`src/rtl/chansel_pkg.sv`:
```
// Shared types for the channel select gate.
package chansel_pkg;

    // Direction state of one data line arbiter.
    typedef enum logic [1:0] {
        LN_IDLE = 2'd0,  // neutral, both sides released
        LN_H2C  = 2'd1,  // host side drives card side
        LN_C2H  = 2'd2   // card side drives host side
    } ln_dir_e;

endpackage

```
`src/rtl/chansel_ctrl_hold.sv`:
```
// Control hold register.
// Passes the host control vector to the internal logic through one register
// stage while selected, and freezes it while deselected.
// Assumes sel and ctl_in are synchronous to clk.
module chansel_ctrl_hold #(
    parameter int              CTL_W     = 4,
    parameter logic [CTL_W-1:0] CTL_RESET = 4'b0110
) (
    input  logic             clk,
    input  logic             rst_n,
    input  logic             sel,
    input  logic [CTL_W-1:0] ctl_in,
    output logic [CTL_W-1:0] ctl_out
);

    logic [CTL_W-1:0] ctl_q;

    // Capture live controls while selected, hold while deselected.
    always_ff @(posedge clk) begin
        if (!rst_n)   ctl_q <= CTL_RESET;
        else if (sel) ctl_q <= ctl_in;
    end

    assign ctl_out = ctl_q;

    a_r1_follow: assert property (@(posedge clk) disable iff (!rst_n)
        sel |=> ctl_out == $past(ctl_in));

    a_r2_hold: assert property (@(posedge clk) disable iff (!rst_n)
        !sel |=> $stable(ctl_out));

endmodule

```
`src/rtl/chansel_line_arb.sv`:
```
// Direction arbiter for one data line.
// In neutral, the first sampled falling edge picks the driving side (host
// wins a tie). The driver's rising edge returns the line to neutral.
// Deselection forces neutral and releases both sides.
// Assumes line levels are synchronous to clk and idle high.
module chansel_line_arb
    import chansel_pkg::*;
(
    input  logic clk,
    input  logic rst_n,
    input  logic sel,
    input  logic host_din,
    input  logic card_din,
    output logic host_dout,
    output logic card_dout
);

    ln_dir_e st_q, st_d;
    logic    h_q, c_q;
    logic    h_fall, c_fall, h_rise, c_rise;

    // Previous levels for edge detection; idle level is high.
    always_ff @(posedge clk) begin
        if (!rst_n) begin
            h_q <= 1'b1;
            c_q <= 1'b1;
        end else begin
            h_q <= host_din;
            c_q <= card_din;
        end
    end

    assign h_fall = h_q & ~host_din;
    assign c_fall = c_q & ~card_din;
    assign h_rise = ~h_q & host_din;
    assign c_rise = ~c_q & card_din;

    // Next direction: claim on first fall, release on driver rise.
    always_comb begin
        st_d = st_q;
        if (!sel) begin
            st_d = LN_IDLE;
        end else begin
            case (st_q)
                LN_IDLE: begin
                    if (h_fall)      st_d = LN_H2C;
                    else if (c_fall) st_d = LN_C2H;
                end
                LN_H2C:  if (h_rise) st_d = LN_IDLE;
                LN_C2H:  if (c_rise) st_d = LN_IDLE;
                default: st_d = LN_IDLE;
            endcase
        end
    end

    // Direction state register.
    always_ff @(posedge clk) begin
        if (!rst_n) st_q <= LN_IDLE;
        else        st_q <= st_d;
    end

    // Follower side copies the driver; everything else released high.
    assign card_dout = (sel && st_q == LN_H2C) ? host_din : 1'b1;
    assign host_dout = (sel && st_q == LN_C2H) ? card_din : 1'b1;

    a_r9_neutral: assert property (@(posedge clk) disable iff (!rst_n)
        !sel |=> st_q == LN_IDLE);

    a_r8_host_wins: assert property (@(posedge clk) disable iff (!rst_n)
        (sel && st_q == LN_IDLE && h_fall && c_fall) |=> st_q == LN_H2C);

    a_r7_one_driver: assert property (@(posedge clk) disable iff (!rst_n)
        !(host_dout == 1'b0 && card_dout == 1'b0));

endmodule

```
`src/rtl/chansel_status.sv`:
```
// Status, ready and deactivation logic.
// Session state comes from the held power commands. Fault and presence
// handling ignores sel; only the output enables follow sel.
// Assumes pres and fault are synchronous to clk.
module chansel_status (
    input  logic clk,
    input  logic rst_n,
    input  logic sel,
    input  logic pwr_a_n,
    input  logic pwr_b_n,
    input  logic pres,
    input  logic fault,
    input  logic rdy_in,
    output logic status_o,
    output logic status_oe,
    output logic ready_o,
    output logic ready_oe,
    output logic deact_req
);

    logic in_session;
    logic deact_q;

    assign in_session = ~pwr_a_n | ~pwr_b_n;

    // Register the deactivation request; sel plays no part.
    always_ff @(posedge clk) begin
        if (!rst_n) deact_q <= 1'b0;
        else        deact_q <= in_session & (fault | ~pres);
    end

    assign deact_req = deact_q;
    assign status_o  = pres & ~(in_session & fault);
    assign status_oe = sel;
    assign ready_o   = rdy_in;
    assign ready_oe  = sel;

    a_r12_deact: assert property (@(posedge clk) disable iff (!rst_n)
        (in_session && fault) |=> deact_req);

    a_r11_outside: assert property (@(posedge clk) disable iff (!rst_n)
        !in_session |-> status_o == pres);

endmodule

```
`src/rtl/chansel_gate.sv`:
```
// Channel select gate top.
// Holds host controls while deselected, parks the data lines and drops the
// status/ready output enables. Fault and presence sensing stay live.
// Assumes all inputs are synchronous to clk.
module chansel_gate #(
    parameter int              CTL_W     = 4,
    parameter int              N_LINES   = 3,
    parameter logic [CTL_W-1:0] CTL_RESET = 4'b0110
) (
    input  logic               clk,
    input  logic               rst_n,
    input  logic               sel,
    input  logic [CTL_W-1:0]   ctl_in,
    output logic [CTL_W-1:0]   ctl_out,
    input  logic [N_LINES-1:0] host_din,
    output logic [N_LINES-1:0] host_dout,
    input  logic [N_LINES-1:0] card_din,
    output logic [N_LINES-1:0] card_dout,
    input  logic               pres,
    input  logic               fault,
    input  logic               rdy_in,
    output logic               status_o,
    output logic               status_oe,
    output logic               ready_o,
    output logic               ready_oe,
    output logic               deact_req
);

    localparam int PWR_A_BIT = 1;
    localparam int PWR_B_BIT = 2;

    chansel_ctrl_hold #(.CTL_W(CTL_W), .CTL_RESET(CTL_RESET)) u_hold (
        .clk     (clk),
        .rst_n   (rst_n),
        .sel     (sel),
        .ctl_in  (ctl_in),
        .ctl_out (ctl_out)
    );

    for (genvar i = 0; i < N_LINES; i++) begin : g_line
        chansel_line_arb u_arb (
            .clk       (clk),
            .rst_n     (rst_n),
            .sel       (sel),
            .host_din  (host_din[i]),
            .card_din  (card_din[i]),
            .host_dout (host_dout[i]),
            .card_dout (card_dout[i])
        );
    end

    chansel_status u_stat (
        .clk       (clk),
        .rst_n     (rst_n),
        .sel       (sel),
        .pwr_a_n   (ctl_out[PWR_A_BIT]),
        .pwr_b_n   (ctl_out[PWR_B_BIT]),
        .pres      (pres),
        .fault     (fault),
        .rdy_in    (rdy_in),
        .status_o  (status_o),
        .status_oe (status_oe),
        .ready_o   (ready_o),
        .ready_oe  (ready_oe),
        .deact_req (deact_req)
    );

    a_r10_oe: assert property (@(posedge clk) disable iff (!rst_n)
        status_oe == ready_oe);

endmodule

```
`config.mk`:
```
export PLATFORM = sky130hd
export DESIGN_NAME = chansel_gate
export DESIGN_NICKNAME = d
export VERILOG_FILES = /design/src/rtl/chansel_pkg.sv /design/src/rtl/chansel_ctrl_hold.sv /design/src/rtl/chansel_line_arb.sv /design/src/rtl/chansel_status.sv /design/src/rtl/chansel_gate.sv
export SDC_FILE = /design/constraint.sdc
export NUM_CORES = 1
export LEC_CHECK = 0
export ABC_CLOCK_PERIOD_IN_PS = 1360
export BUFFER_PORTS_ARGS = -buffer_cell sky130_fd_sc_hd__buf_2
export CORE_MARGIN = 5
export CORE_UTILIZATION = 45
export DETAILED_ROUTE_END_ITERATION = 7
export GPL_ROUTABILITY_DRIVEN = 1
export PLACE_DENSITY = 0.76
export SLEW_MARGIN = 20
export SYNTH_ARGS = -nofsm -noshare
export SYNTH_HDL_FRONTEND = slang
export SYNTH_SLANG_ARGS = --single-unit
export TNS_END_PERCENT = 50
```
`constraint.sdc`:
```
create_clock -name clk -period 1.36 [get_ports clk]
set_clock_uncertainty 0.15 [all_clocks]
set_input_delay 0.136 -clock clk [delete_from_list [all_inputs] [get_ports clk]]
set_output_delay 0.136 -clock clk [all_outputs]
set_load 0.02 [all_outputs]
```
==> summary.md, run 1 <==
| Metric | Value |
|---|---|
| Post-route cell area | 0.00103 mm² |
| Wirelength, routed | approximately 1.6 mm |
| Max VDD drop | just under 0.6 mV |
| Remaining antenna violation count | 0 |
| Yosys Warn Count | 0 |
| Area grow syn2layout | 39.7% |
| Total nets after synthesis | between 90 and 100 |
| Fin crit share | 1.15 |
| GRT Util Overall | 0.139 |
| Initial antenna violation count | 0 |
| CTS tree | done |
| Critical path class | reg2out |
| Register area share after synthesis | 0.459 |
| Avg Inst Size Synth | approximately 9.3 µm² |
| CP Max Fanout | 2 |
| CP required | roughly 1.1 ns |
| Min Tclk post-route | between 1.5 and 2 ns |
| Setup Viol. Count Final | 3 |
| Antenna fix cells | 0 |
| Layout cells sized above 1 | 0.422 |
| Initial DRC count | 0 |
| Outcome | finished with violations |
| Final core occ | 0.671 |
| Crit. End Element | output pin |
| Initial Utilization | 0.481 |
| Most area-consuming cells after synthesis | dfxtp_1 (46%), buf_4 (11%), mux2i_1 (5.4%) |
| Post-DP Area | 810 µm² |
| Worst EP arrival | ~1.3 ns |
| Routed vias | roughly 640 |
| DRT Pass-1 Iters | 1 |
| Nets | ~130 |
| GRT overflow | 0 |
| IO Port Bufs | 28 |
| Clock Latency Late Sink | around 0.28 ns |
| Via density | 4.86 |
| Largest net degree at the start of global routing | 13 |
| Clock buffer depth | 2 |
| Avg WL per Cell | between 10 and 15 µm |
| Cell taking the most area after synthesis | dfxtp_1 |
| Fin. Hold Viols | 0 |
| Post-Syn Area | ~740 µm² |
| CTS clk-pin slew, worst paths | 0.10 ns |
| PD cells | between 900 and 1000 mW/mm² |
| Slew @ Worst Pin | 0.210 ns |
| Min-delay worst type | in2reg |
| H-tree depth | 1 |
| Die area | approximately 0.0026 mm² |
| Min Hold Slack | roughly 0.016 ns |
| Final Max Slew Viols | 0 |
| Placement row count | 14 |
| Vias in the first global route | about 690 |
| Max Cap Violations | 0 |
| LEAKAGE | 0.478 nW |
| Top cell type's share of synthesized area | 0.459 |
| Clk root buf | clkbuf_4 |
| Critical path startpoint category | flip-flop |
| Drc violations | 0 |
| Post-Syn Instances | 80 |
| Seq cells post-synth | 17 |
| CTS buffer count | 3 |
| Die W | a little over 50 µm |
| I/O pins | 31 |
| GPL Wtd Cong | around 0.71 |
| Fmax | 638 MHz |
| Unrepaired setup endpoints after global routing | yes |
| Die span in y | between 50 and 60 µm |
| Hpwl dp | between 1 and 1.5 mm |
| Netlist cell types | 21 |
| Final critical-path setup slack | -0.207 ns |
| Clock sink total | 17 |
| Failing checks | setup timing |
| First-pass GRT wire length | about 2.8 mm |
| Core area | between 0.0015 and 0.002 mm² |
| Relative slew slack | 0.859 |
per-stage QoR:
| step | worst slack [ns] | power (W) | setup TNS, ns | instances |
|---|---|---|---|---|
| after global placement | 0.0630 | 0.000671 | 0 | 112 |
| after global routing | -0.250 | 0.00102 | -0.582 | 132 |
| after floorplan | 0.0682 | 0.000642 | 0 | 80 |
| after CTS | -0.219 | 0.000964 | -0.459 | 131 |
| after detailed placement | 0.0421 | 0.000675 | 0 | 112 |
| final | -0.207 | 0.000965 | -0.427 | 132 |
synthesized netlist by cell type, drive strengths merged:
library cell and count:
nor2 1, nand2b 4, o21ai 4, nor3 2
mux2i 4, dfxtp 17, or4b 2, a211oi 4
a21boi 1, and3 1, inv 8, buf 13
nor2b 2, o211ai 2, nand4 2, nand3 2
nand4b 1, maj3 2, nand2 8
sequential cells by signal (all words and copies together) (netlist names):
signal,count
g_line.u_arb.c_q,3
g_line.u_arb.h_q,3
g_line.u_arb.st_q,6
u_hold.ctl_out,4
u_stat.deact_req,1
final cells by class:
class / count / area (µm²)
multi-input cells: 42 / 288
repair buffers: 45 / 323
flip-flops and latches: 17 / 348
fillers: 122 / 507
well taps: 16 / 20.0
inverters: 8 / 30.0
clock buffers: 4 / 26.3
layer usage:
| metal | global-route usage | wire length (µm) | up-vias |
|---|---|---|---|
| met1 | 0.159 | 668 | 286 |
| met2 | 0.256 | 773 | 23 |
| met3 | 0.0296 | 122 | 0 |
| met5 | 0 | 0 | - |
| met4 | 0.0383 | 0 | 0 |
| li1 | - | - | 332 |
worst paths after layout:
check / from / endpoint / slack (ns) / cells after the start
hold / removal: card_din[2] / g_line[2].u_arb.st_q[1] / 0.02 / 4
setup / recovery: g_line[2].u_arb.st_q[1] / card_dout[2] / -0.21 / 2
hold reg to reg: g_line[0].u_arb.st_q[0] / g_line[0].u_arb.st_q[1] / 0.27 / 1
setup reg to reg: g_line[2].u_arb.st_q[0] / g_line[2].u_arb.st_q[0] / 0.07 / 5
cell usage in the layout, fill, tap and decap left out:
| cell | instances |
|---|---|
| buf_2 | 23 |
| dfxtp_1 | 11 |
| dlygate4sd3_1 | 11 |
| nand2_1 | 8 |
| inv_1 | 6 |
| dfxtp_2 | 6 |
| buf_4 | 6 |
| nand2b_1 | 4 |
| o21ai_0 | 4 |
| a211oi_1 | 4 |
| mux2i_1 | 4 |
| clkbuf_4 | 4 |
| buf_6 | 4 |
| inv_2 | 2 |
| or4b_4 | 2 |
| nand4_1 | 2 |
| nand3_1 | 2 |
| nor2b_1 | 2 |
| maj3_1 | 2 |
| o211ai_1 | 2 |
| nor2_1 | 1 |
| nand4b_1 | 1 |
| a21boi_2 | 1 |
| and3_1 | 1 |
| nor3_1 | 1 |
| nor3_2 | 1 |
| clkbuf_1 | 1 |
what timing repair did:
action / CTS / global route
endpoints found under the setup margin: 2 / 6
hold buffers: 11 / 0
resized for setup: 13 / 9
pin swaps: 3 / 1
gates cloned: 0 / 0
buffers inserted: 4 / 1
endpoints found under the hold margin: 10 / 0
worst max-delay path: stages, from the launching register on:
cell and delay, ns:
dfxtp_2 0.33, or4b_4 0.52, buf_6 0.14
cell families after synthesis:
| kind of cell | after synthesis | share of synthesized area |
|---|---|---|
| fa+ha+maj | 2 | 0.0270 |
| buf+inv | 21 | 0.174 |
| mux | 4 | 0.0541 |
| flops | 17 | 0.459 |
| simple gates | 25 | 0.187 |
| compound gates | 11 | 0.0980 |
power breakdown:
group	internal (W)	switching (W)	leakage (nW)
clock network	0.000114	0.000143	0.0150
registers	0.000525	0.0000129	0.142
logic	0.0000889	0.0000825	0.322
total	0.000727	0.000238	0.478
Note: power is estimated with default switching activity, not from simulation.
==> run 2, diff against run 1 <==
--- a/config.mk
+++ b/config.mk
@@ -8,10 +8,11 @@
 export ABC_CLOCK_PERIOD_IN_PS = 1360
 export BUFFER_PORTS_ARGS = -buffer_cell sky130_fd_sc_hd__buf_2
 export CORE_MARGIN = 5
-export CORE_UTILIZATION = 45
+export CORE_UTILIZATION = 48
+export CTS_BUF_LIST = sky130_fd_sc_hd__clkbuf_4
 export DETAILED_ROUTE_END_ITERATION = 7
 export GPL_ROUTABILITY_DRIVEN = 1
-export PLACE_DENSITY = 0.76
+export PLACE_DENSITY = 0.8
 export SLEW_MARGIN = 20
 export SYNTH_ARGS = -nofsm -noshare
 export SYNTH_HDL_FRONTEND = slang
==> summary.md, run 2 (same netlist as run 1, synthesis figures left out) <==
| Metric | Value |
|---|---|
| Outcome | finished with violations |
| Final Max Slew Viols | 0 |
| Flop-to-flop setup slack | ~0.15 ns |
| Commonest non-fill, non-tap cells in the layout | buf_2 (24), dfxtp_1 (11), dlygate4sd3_1 (11) |
| LEAKAGE | ~0.47 nW |
| GRT overflow | 0 |
| Min Tclk post-route | 1.58 ns |
| Critical path class | reg2out |
| Clock buffer depth | 2 |
| Initial Utilization | 0.497 |
| Placement row count | 14 |
| Crit path capture | card_dout[0] |
| Hpwl dp | approximately 1.1 mm |
| Fin. Hold Viols | 0 |
| GPL Wtd Cong | roughly 0.74 |
| Max Cap Violations | 0 |
| Antenna fix cells | 0 |
| Reg-to-reg endpoint | g_line[2].u_arb.st_q[0] |
| Critical path startpoint category | flip-flop |
| Drc violations | 0 |
| Worst path max stage delay | 0.53 ns |
| Min Hold Slack | between 0.02 and 0.03 ns |
| Largest net degree at the start of global routing | 13 |
| CP cell instances | or4b_4 > buf_6 |
| Layout cells sized above 1 | 0.417 |
| Clk root buf | clkbuf_4 |
| Core area | 0.00149 mm² |
| Initial antenna violation count | 0 |
| CP Buf/Inv Count | 1 |
| Finished Layout Cells | between 100 and 150 |
| Worst EP arrival | 1.29 ns |
| Vias in the first global route | between 600 and 700 |
| Number of flip-flops in the largest register | 6 |
| CP required | about 1.1 ns |
| Crit. End Element | output pin |
| H-tree depth | 1 |
| Avg WL per Cell | between 10 and 15 µm |
| Placed Cells | roughly 110 |
| Die W | approximately 49 µm |
| R2R cell count | 4 |
| Relative slew slack | 0.862 |
| Slew @ Worst Pin | between 0.2 and 0.25 ns |
| Setup Viol. Count Final | 2 |
| CTS clk-pin slew, worst paths | about 0.11 ns |
| CTS buffer count | 3 |
| Grt peak-use layer | met2 |
| Nets | roughly 130 |
| I/O pins | 31 |
| Failing checks | setup timing |
| Min-delay worst type | in2reg |
| Die span in y | between 40 and 50 µm |
| Hold depth | 4 |
| Die area | approximately 0.0024 mm² |
| CP Depth | 2 |
| Commonest non-fill, non-tap cell in the layout | buf_2 |
| Fin crit share | 1.16 |
| M2 GR Usage | 0.245 |
| Clock Latency Late Sink | between 0.2 and 0.3 ns |
| Unrepaired setup endpoints after global routing | yes |
| DRT Pass-1 Iters | 3 |
| Clock sink total | 17 |
| Fillers | about 120 |
| Critical Path Source | g_line[0].u_arb.st_q[1] |
| Top cell family by delay on the critical path | simple AND/OR/NAND/NOR gates |
| CP Max Fanout | 2 |
| Wirelength, routed | 1.68 mm |
| First-pass GRT wire length | roughly 2.7 mm |
| Launch point of the worst reg-to-reg path | g_line[2].u_arb.st_q[0] |
| Fmax | between 600 and 700 MHz |
| Max VDD drop | roughly 0.62 mV |
| Register with the most flip-flops | g_line.u_arb.st_q |
| Final critical-path setup slack | -0.220 ns |
| Crit-path slowest cell | or4b_4 |
| Via density | roughly 4.9 |
| GR Util met3 | 0.0398 |
| Final core occ | 0.682 |
| PD cells | just under 1000 mW/mm² |
| GRT Util Overall | 0.135 |
| IO Port Bufs | 28 |
| Met1 GRT Util | 0.160 |
| Area grow syn2layout | 37.2% |
| Routed vias | between 600 and 700 |
| CTS tree | done |
| Initial DRC count | 11 |
| Remaining antenna violation count | 0 |
[run 2: cell types whose count changed in the layout (fill, tap and decap cells not counted), sizes merged]
cell      delta
clkbuf       -2
clkinvlp     +1
[run 2: worst min-delay path by stage]
| stage | startpoint | endpoint |
|---|---|---|
| after CTS | card_din[2] | g_line[2].u_arb.st_q[1] |
| after floorplan | rst_n | g_line[0].u_arb.h_q |
| after global placement | rdy_in | ready_o |
| after global routing | card_din[1] | g_line[1].u_arb.st_q[1] |
| after detailed placement | rdy_in | ready_o |
| final | card_din[2] | g_line[2].u_arb.st_q[1] |
[run 2: report_power, final]
part / internal (W) / switching, W / leakage (nW) / total (W)
Clock: 0.000111 / 0.000158 / 0.0139 / 0.000270
Sequential: 0.000525 / 0.0000132 / 0.142 / 0.000538
Combinational: 0.0000858 / 0.0000838 / 0.313 / 0.000170
Total: 0.000722 / 0.000255 / 0.468 / 0.000977
[run 2: final cells by class]
cell class / count / area, µm² / share of cell area
Clock buffer: 3 / 22.5 / 0.0222
Clock inverter: 1 / 7.51 / 0.00739
Inverter: 8 / 30.0 / 0.0296
Multi-Input combinational cell: 42 / 283 / 0.278
Sequential cell: 17 / 348 / 0.342
Tap cell: 16 / 20.0 / 0.0197
Timing Repair Buffer: 44 / 305 / 0.300
[run 2: what timing repair did]
action | CTS | global route
endpoints found under the hold margin | 10 | 0
buffers inserted | 3 | 0
pin swaps | 2 | 1
endpoints found under the setup margin | 2 | 4
resized for setup | 9 | 9
hold buffers | 11 | 0
[run 2: layer usage]
| metal | share of wire | wire, µm |
|---|---|---|
| met1 | 0.40 | 663 |
| met2 | 0.53 | 883 |
| met3 | 0.077 | 129 |
| met4 | 0 | 0 |
| met5 | 0 | 0 |
[run 2: worst reg2reg max path, delay by kind of cell, from the launching register on]
| kind | cells | cell delay, ns |
|---|---|---|
| AND/OR/NAND/NOR | 1 | 0.14 |
| buffers and inverters | 2 | 0.15 |
| adder cells (fa/ha/maj) | 1 | 0.34 |
| flip-flops | 1 | 0.35 |
[run 2: through the flow]
step	power (W)	setup slack [ns]	cell area, µm²	setup TNS, ns
global route	0.00103	-0.274	1020	-0.562
CTS	0.000970	-0.227	997	-0.451
global placement	0.000674	0.0648	817	0
finish	0.000977	-0.220	1020	-0.435
detailed placement	0.000678	0.0466	817	0
floorplan	0.000642	0.0682	741	0
